`src/rtl/strobe_pkg.sv`:
```
package strobe_pkg;
  typedef enum logic {
    DIR_EARLY = 1'b0,
    DIR_LATE  = 1'b1
  } strobe_dir_e;

  function automatic int frame_bits(input int mag_w);
    return mag_w + 2;
  endfunction
endpackage

```
`src/rtl/rise_detect.sv`:
```
module rise_detect #(
  parameter int W = 2
) (
  input  logic         clk_i,
  input  logic         rst_ni,
  input  logic [W-1:0] lvl_i,
  output logic [W-1:0] rise_o
);
  logic [W-1:0] prev_q;

  for (genvar g = 0; g < W; g++) begin : g_bit
    always_ff @(posedge clk_i or negedge rst_ni) begin
      if (!rst_ni) prev_q[g] <= 1'b0;
      else         prev_q[g] <= lvl_i[g];
    end
    assign rise_o[g] = lvl_i[g] & ~prev_q[g];
  end
endmodule

```
`src/rtl/strobe_shift_stage.sv`:
```
module strobe_shift_stage #(
  parameter int MAG_W = 5,
  localparam int FW = strobe_pkg::frame_bits(MAG_W)
) (
  input  logic          clk_i,
  input  logic          rst_ni,
  input  logic          step_i,
  input  logic          en_i,
  input  logic          inhibit_i,
  input  logic          bit_i,
  output logic [FW-1:0] frame_o
);
  logic [FW-1:0] frame_q;
  logic          do_shift;

  assign do_shift = step_i & en_i & ~inhibit_i;

  always_ff @(posedge clk_i or negedge rst_ni) begin
    if (!rst_ni)       frame_q <= '0;
    else if (do_shift) frame_q <= {frame_q[FW-2:0], bit_i};
  end

  assign frame_o = frame_q;


  read_gate_blocks_shift_chk: assert property (@(posedge clk_i) disable iff (!rst_ni)
    inhibit_i |=> $stable(frame_q));


  no_enable_no_shift_chk: assert property (@(posedge clk_i) disable iff (!rst_ni)
    !en_i |=> $stable(frame_q));


  shift_takes_bit_chk: assert property (@(posedge clk_i) disable iff (!rst_ni)
    (step_i && en_i && !inhibit_i) |=> (frame_q[0] == $past(bit_i)));
endmodule

```
`src/rtl/strobe_hold_latch.sv`:
```
module strobe_hold_latch #(
  parameter int MAG_W = 5,
  localparam int FW = strobe_pkg::frame_bits(MAG_W)
) (
  input  logic          clk_i,
  input  logic          rst_ni,
  input  logic          load_i,
  input  logic [FW-1:0] frame_i,
  output logic [FW-1:0] frame_o
);
  logic [FW-1:0] hold_q;

  always_ff @(posedge clk_i or negedge rst_ni) begin
    if (!rst_ni)     hold_q <= '0;
    else if (load_i) hold_q <= frame_i;
  end

  assign frame_o = hold_q;


  hold_without_load_chk: assert property (@(posedge clk_i) disable iff (!rst_ni)
    !load_i |=> $stable(hold_q));


  load_captures_frame_chk: assert property (@(posedge clk_i) disable iff (!rst_ni)
    load_i |=> (hold_q == $past(frame_i)));
endmodule

```
`src/rtl/strobe_decode.sv`:
```
module strobe_decode #(
  parameter int MAG_W = 5,
  localparam int FW = strobe_pkg::frame_bits(MAG_W)
) (
  input  logic                    [FW-1:0]  frame_i,
  output logic                    [MAG_W-1:0] mag_o,
  output strobe_pkg::strobe_dir_e           dir_o,
  output logic                              test_o,
  output logic signed             [MAG_W:0] offset_o
);
  logic signed [MAG_W:0] mag_ext;

  // frame layout: [FW-1]=test, [FW-2]=direction, [MAG_W-1:0]=magnitude, MSB first on the wire
  assign test_o  = frame_i[FW-1];
  assign dir_o   = strobe_pkg::strobe_dir_e'(frame_i[FW-2]);
  assign mag_o   = frame_i[MAG_W-1:0];
  assign mag_ext = $signed({1'b0, mag_o});

  always_comb begin
    if (dir_o == strobe_pkg::DIR_LATE) offset_o = mag_ext;
    else                               offset_o = -mag_ext;
  end
endmodule

```
`src/rtl/strobe_ctrl_reg.sv`:
```
module strobe_ctrl_reg #(
  parameter int MAG_W = 5,
  localparam int FW = strobe_pkg::frame_bits(MAG_W)
) (
  input  logic               clk_i,
  input  logic               rst_ni,
  input  logic               bypass_i,
  input  logic               cr_en_i,
  input  logic               sclk_i,
  input  logic               sdata_i,
  input  logic               read_gate_i,
  output logic [MAG_W-1:0]   mag_o,
  output logic               late_o,
  output logic               test_mode_o,
  output logic [MAG_W:0]     offset_o
);
  logic [1:0]    rise;
  logic          sclk_rise, rg_rise;
  logic          shift_en, shift_bit;
  logic [FW-1:0] shift_frame, held_frame;
  strobe_pkg::strobe_dir_e dir;
  logic signed [MAG_W:0] offset_s;

  rise_detect #(.W(2)) u_rise (
    .clk_i (clk_i),
    .rst_ni(rst_ni),
    .lvl_i ({read_gate_i, sclk_i}),
    .rise_o(rise)
  );
  assign sclk_rise = rise[0];
  assign rg_rise   = rise[1];

  // bypass: read gate low acts as enable, zeros enter
  assign shift_en  = bypass_i | cr_en_i;
  assign shift_bit = bypass_i ? 1'b0 : sdata_i;

  strobe_shift_stage #(.MAG_W(MAG_W)) u_shift (
    .clk_i    (clk_i),
    .rst_ni   (rst_ni),
    .step_i   (sclk_rise),
    .en_i     (shift_en),
    .inhibit_i(read_gate_i),
    .bit_i    (shift_bit),
    .frame_o  (shift_frame)
  );

  strobe_hold_latch #(.MAG_W(MAG_W)) u_hold (
    .clk_i  (clk_i),
    .rst_ni (rst_ni),
    .load_i (rg_rise),
    .frame_i(shift_frame),
    .frame_o(held_frame)
  );

  strobe_decode #(.MAG_W(MAG_W)) u_dec (
    .frame_i (held_frame),
    .mag_o   (mag_o),
    .dir_o   (dir),
    .test_o  (test_mode_o),
    .offset_o(offset_s)
  );

  assign late_o   = (dir == strobe_pkg::DIR_LATE);
  assign offset_o = offset_s;


  zero_mag_zero_offset_chk: assert property (@(posedge clk_i) disable iff (!rst_ni)
    (mag_o == '0) |-> (offset_o == '0));


  early_negative_chk: assert property (@(posedge clk_i) disable iff (!rst_ni)
    (!late_o && mag_o != '0) |-> offset_s < 0);


  bypass_zero_fill_chk: assert property (@(posedge clk_i) disable iff (!rst_ni)
    (bypass_i && sclk_rise && !read_gate_i) |=> (shift_frame[0] == 1'b0));


  outputs_change_on_load_chk: assert property (@(posedge clk_i) disable iff (!rst_ni)
    !$stable(held_frame) |-> $past(rg_rise));
endmodule

```
`config.mk`:
```
export PLATFORM = sky130hd
export DESIGN_NAME = strobe_ctrl_reg
export DESIGN_NICKNAME = d
export VERILOG_FILES = /design/src/rtl/strobe_pkg.sv /design/src/rtl/rise_detect.sv /design/src/rtl/strobe_shift_stage.sv /design/src/rtl/strobe_hold_latch.sv /design/src/rtl/strobe_decode.sv /design/src/rtl/strobe_ctrl_reg.sv
export SDC_FILE = /design/constraint.sdc
export NUM_CORES = 1
export LEC_CHECK = 0
export ABC_CLOCK_PERIOD_IN_PS = 1500
export BUFFER_PORTS_ARGS = -buffer_cell sky130_fd_sc_hd__buf_2
export CAP_MARGIN = 30
export CORE_MARGIN = 3
export CORE_UTILIZATION = 48
export DETAILED_ROUTE_END_ITERATION = 10
export GPL_TIMING_DRIVEN = 1
export MAX_ROUTING_LAYER = met4
export PLACE_DENSITY = 0.86
export SLEW_MARGIN = 20
export SYNTH_ARGS = -nofsm -noshare
export SYNTH_HDL_FRONTEND = slang
export SYNTH_SLANG_ARGS = --single-unit
```
`constraint.sdc`:
```
create_clock -name clk_i -period 1.5 [get_ports clk_i]
set_input_delay 0.075 -clock clk_i [delete_from_list [all_inputs] [get_ports clk_i]]
set_output_delay 0.075 -clock clk_i [all_outputs]
set_load 0.02 [all_outputs]
```
# Word level (Yosys, flattened, before mapping)
# Cells that the tools add are included.
[classes]
n_addsub = 1
muxes = 2
bitwise_logic = 8
[ops]
columns = ["op", "count"]
rows = [
  ["two-way mux 6 bit", 1],
  ["negation 5 -> 6 bit", 1],
  ["AND 1 bit", 4],
  ["NOT 1 bit", 3],
  ["two-way mux 1 bit", 1],
  ["bitwise OR 1 bit", 1],
]
[totals]
register_bits = 16
out_inout_bits = 13

# Longest topological paths before layout
[depth]
word_depth = 4
ltp_mapped = 4
mapped_depth_nobuf = 4

# Hierarchy
# A second synthesis with hierarchy kept.
[hier_totals]
hier_cells = 63
area_unflattened_um2 = 843.3
[by_module_without_submodules]
columns = ["module", "instances", "cells_per_inst", "area_each_um2", "seq_area_each_um2"]
rows = [
  ["strobe_hold_latch", 1, 15, 291.5, 175.2],
  ["strobe_shift_stage", 1, 15, 274.0, 175.2],
  ["strobe_decode", 1, 27, 185.2, 0.0],
  ["rise_detect", 1, 4, 77.6, 50.0],
  ["strobe_ctrl_reg", 1, 2, 15.0, 0.0],
]

# Worst setup path before layout
# No wires, ideal clock.
[synth_timing]
path_type = "register to output"
from = "reg u_hold.hold_q[0], in the netlist u_hold.frame_o[0]"
to = "out offset_o[4]"
arrival_time_ps = 1273
path_slack_ps = 152
path_stages_with_launch = 5
path_buffers = 0
cell_sequence = "dfrtp_1 > inv_1 > ha_1 > a21oi_1 > xor2_1"
[synth_between]
elab_chain_cells = 2
[synth_rtl]
columns = ["item", "line", "source"]
rows = [
  ["start: declaration", "strobe_hold_latch.sv:11", "logic [FW-1:0] hold_q;"],
  ["start signal: assignment", "strobe_hold_latch.sv:15", "else if (load_i) hold_q <= frame_i;"],
  ["negation 5 -> 6 bit", "strobe_decode.sv:21", "else offset_o = -mag_ext;"],
  ["two-way mux 6 bit", "strobe_decode.sv:20", "if (dir_o == strobe_pkg::DIR_LATE) offset_o = mag_ext;"],
  ["end: declaration", "strobe_ctrl_reg.sv:15", "output logic [MAG_W:0] offset_o"],
]
# No other way between the ends.

# Worst setup path in the final report
[layout_timing]
from = "reg u_hold.hold_q[1], in the netlist u_hold.frame_o[1]"
to = "out offset_o[1]"
[layout_between]
elab_chain_cells = 2
[layout_rtl]
columns = ["item", "line"]
rows = [
  ["negation 5 -> 6 bit", "strobe_decode.sv:21"],
  ["two-way mux 6 bit *", "strobe_decode.sv:20"],
]
# Every way passes the cells marked *; elsewhere a longest branch is shown, timed or not.

==> metrics.cfg <==
[clocking]
numCtsBuffers=3
cts_tree=done
cts_root_buf=clkbuf_4
numClockSinks=16
clk_latency_ns=0.28
htree_levels=1
max-clock-path-buffers=2
cts.clk_slew.worst_paths_ns=0.09

[synthesis]
syn-num-nets=60
syn_area_um2=694.4
synth_top_area_frac=0.5766
ys_warn_count=0
ys_ff_latch=16
yosys-top-cells-area=dfrtp_1, mux2_2, xor2_1
synth_top_area_cell=dfrtp_1
syn_inst=52
ys_seq_area_frac=0.5766
syn_area_per_cell_um2=13.35
ys_types=15

[critical_path]
critPathLaunchType=flop
r2r_slack_ns=0.17
crit_fanout=4
crit_path_start=u_hold.frame_o[1]$_DFFE_PN0P_
cp.required_ns=1.42
arrival_ns=1.40
rr_worst_depth=3
rr_startpoint=u_rise.prev_q[0]$_DFF_PN0_
endpoint_kind=output pin
r2r-end=u_shift.frame_o[1]$_DFFE_PN0P_
path_class=reg2out

[floorplanning]
core_mm2=0.001334
start_util=0.5206
fp.dieH_um=44.04
ios=20
die_w_um=44.04
rows=13
die_area_mm2=0.001939

[drt]
post_drt_via_cell_ratio=5.031
antenna_left=0
dr.first_iter.drc_count=0
wl_per_cell_um=12.86
wirelength_um=1235
drcViolationCount=0
num_vias=483
drt-pass1-iter-count=1

[timing]
fin_crit_sh=0.9810
rsz0062_at_grt=true
relSlewSlack=0.7709
setup_viol=0
fin_crit_ns=1.472
maxSlewViolCount=0
tightest_slew_ns=0.3437
hold_violations=0
clock_skew_ns=0.002443
fmaxAchievable_mhz=679.6

[cells_and_area]
synthToLayoutAreaGrowth_pct=35.50
fin_nets=90
fin_util=0.7054
drive_gt1_frac=0.5926
final_common_cell=dfrtp_1
final_cell_mix=dfrtp_1, buf_2, mux2_2, buf_4, nor2_1
instances_no_fill=96
fill_cells=102
antenna_cells=0

[flow_run]
maxCapViolCount=0

[global_routing]
grt_usage=0.1479
grt_pass1_wl_um=1980
grt_pass1_vias=469
grt_max_degree=17
gr-total-overflow=0
antenna_found_initial=0

[pwr]
p_leak_nw=0.4889
p_int_mw=1.094
comb_power_share=0.473
pwr_density_cell_mw_per_mm2=1883
peakVddDrop_mv=0.9551
power.total_mw=1.772
swShare=0.3824
seqPwrFrac=0.371
p_switching_mw=0.6777
clockPowerShare=0.155

[hold_path]
holdPathEnd=u_shift.frame_o[0]$_DFFE_PN0P_
min-delay-start=sdata_i
min_path_type=in2reg
hold_depth=3

[placed_design]
dp_hpwl_um=891.1
dp.cells=85
io_buffers=19
routabilityCongestion=0.7063

[status]
status=completed

area by class of cell:
cell class / instances / area, um2 / share of cell area
Sequential cell: 16 / 400.4 / 0.4255
Timing Repair Buffer: 27 / 176.4 / 0.1875
Inverter: 2 / 7.507 / 0.007979
Tap cell: 15 / 18.77 / 0.01995
Clock buffer: 4 / 36.28 / 0.03856
Multi-Input combinational cell: 32 / 301.5 / 0.3205
worst max-delay path, cell delays in order, from the launching register on:
cell and delay [ns]:
dfrtp_1 0.43, inv_2 0.10, ha_4 0.19, mux2_4 0.27, buf_6 0.13
layer usage:
metal	GRT usage	vias to the layer above	routed length, um
met2	0.2587	20	654
met4	0.07229	0	0
met5	-	-	0
met3	0.02439	0	89
met1	0.1609	230	492
li1	-	233	-
cell families (layout without fill, tap and decap cells):
kind of cell / after synthesis / after routing / synth area share
xor gates and xnor gates: 3 / 3 / 0.03784
and+or+nand+nor: 11 / 11 / 0.09910
AOI/OAI and AO/OA: 4 / 4 / 0.02883
DFF: 16 / 16 / 0.5766
muxes: 13 / 13 / 0.2108
adders and majority gates: 1 / 1 / 0.01802
buffers and inverters: 4 / 33 / 0.02883
power by group through the flow:
stage               logic (mW)  registers, mW  clock network, mW
finish                   0.839          0.658              0.275
detailed placement       0.695          0.661                  0
CTS                      0.711          0.650              0.286
floorplan                0.420          0.705                  0
global route             0.902          0.677              0.310
global placement         0.676          0.652                  0
synthesized netlist by cell type:
library cell and number:
mux2_2 13, o21ai_0 2, dfrtp_1 16, buf_2 1, nor2b_1 1, buf_4 1
inv_1 2, nor4b_4 1, ha_1 1, xor2_1 3, nor2_1 5, nand2_1 2
nor3_1 1, a21oi_1 2, and2b_1 1
worst max-delay path by stage:
stage / end / slack [ns] / cells after the start
after floorplan: offset_o[4] / 0.15 / 4
after global placement: u_shift.frame_o[6]$_DFFE_PN0P_ / 0.15 / 2
after detailed placement: u_shift.frame_o[1]$_DFFE_PN0P_ / 0.08 / 2
after CTS: offset_o[1] / 0.005 / 4
after global routing: offset_o[2] / -0.03 / 5
final: offset_o[1] / 0.03 / 4
registers in the layout, summed over array words and instances, names as in the netlist:
name             count
u_rise.prev_q        2
u_hold.frame_o       7
u_shift.frame_o      7
what timing repair did:
item / in CTS / in global routing
pin swaps: 0 / 2
endpoints found under the setup margin: 2 / 11
gates resized for setup: 0 / 13
buffers inserted: 1 / 3
endpoints found under the hold margin: 18 / 0
hold buffers: 3 / 0
metrics by stage:
step / hold slack, ns / setup TNS [ns] / cell area, um2 / worst slack [ns]
finish: 0.1271 / 0 / 940.9 / 0.02844
global route: 0.1317 / -0.1004 / 940.9 / -0.03077
CTS: 0.1210 / 0 / 877.1 / 0.004957
detailed placement: 0.002379 / 0 / 803.3 / 0.08122
global placement: -0.007916 / 0 / 803.3 / 0.1485
floorplan: -0.2206 / 0 / 694.4 / 0.1518
Note: power is estimated with default switching activity, not from simulation.
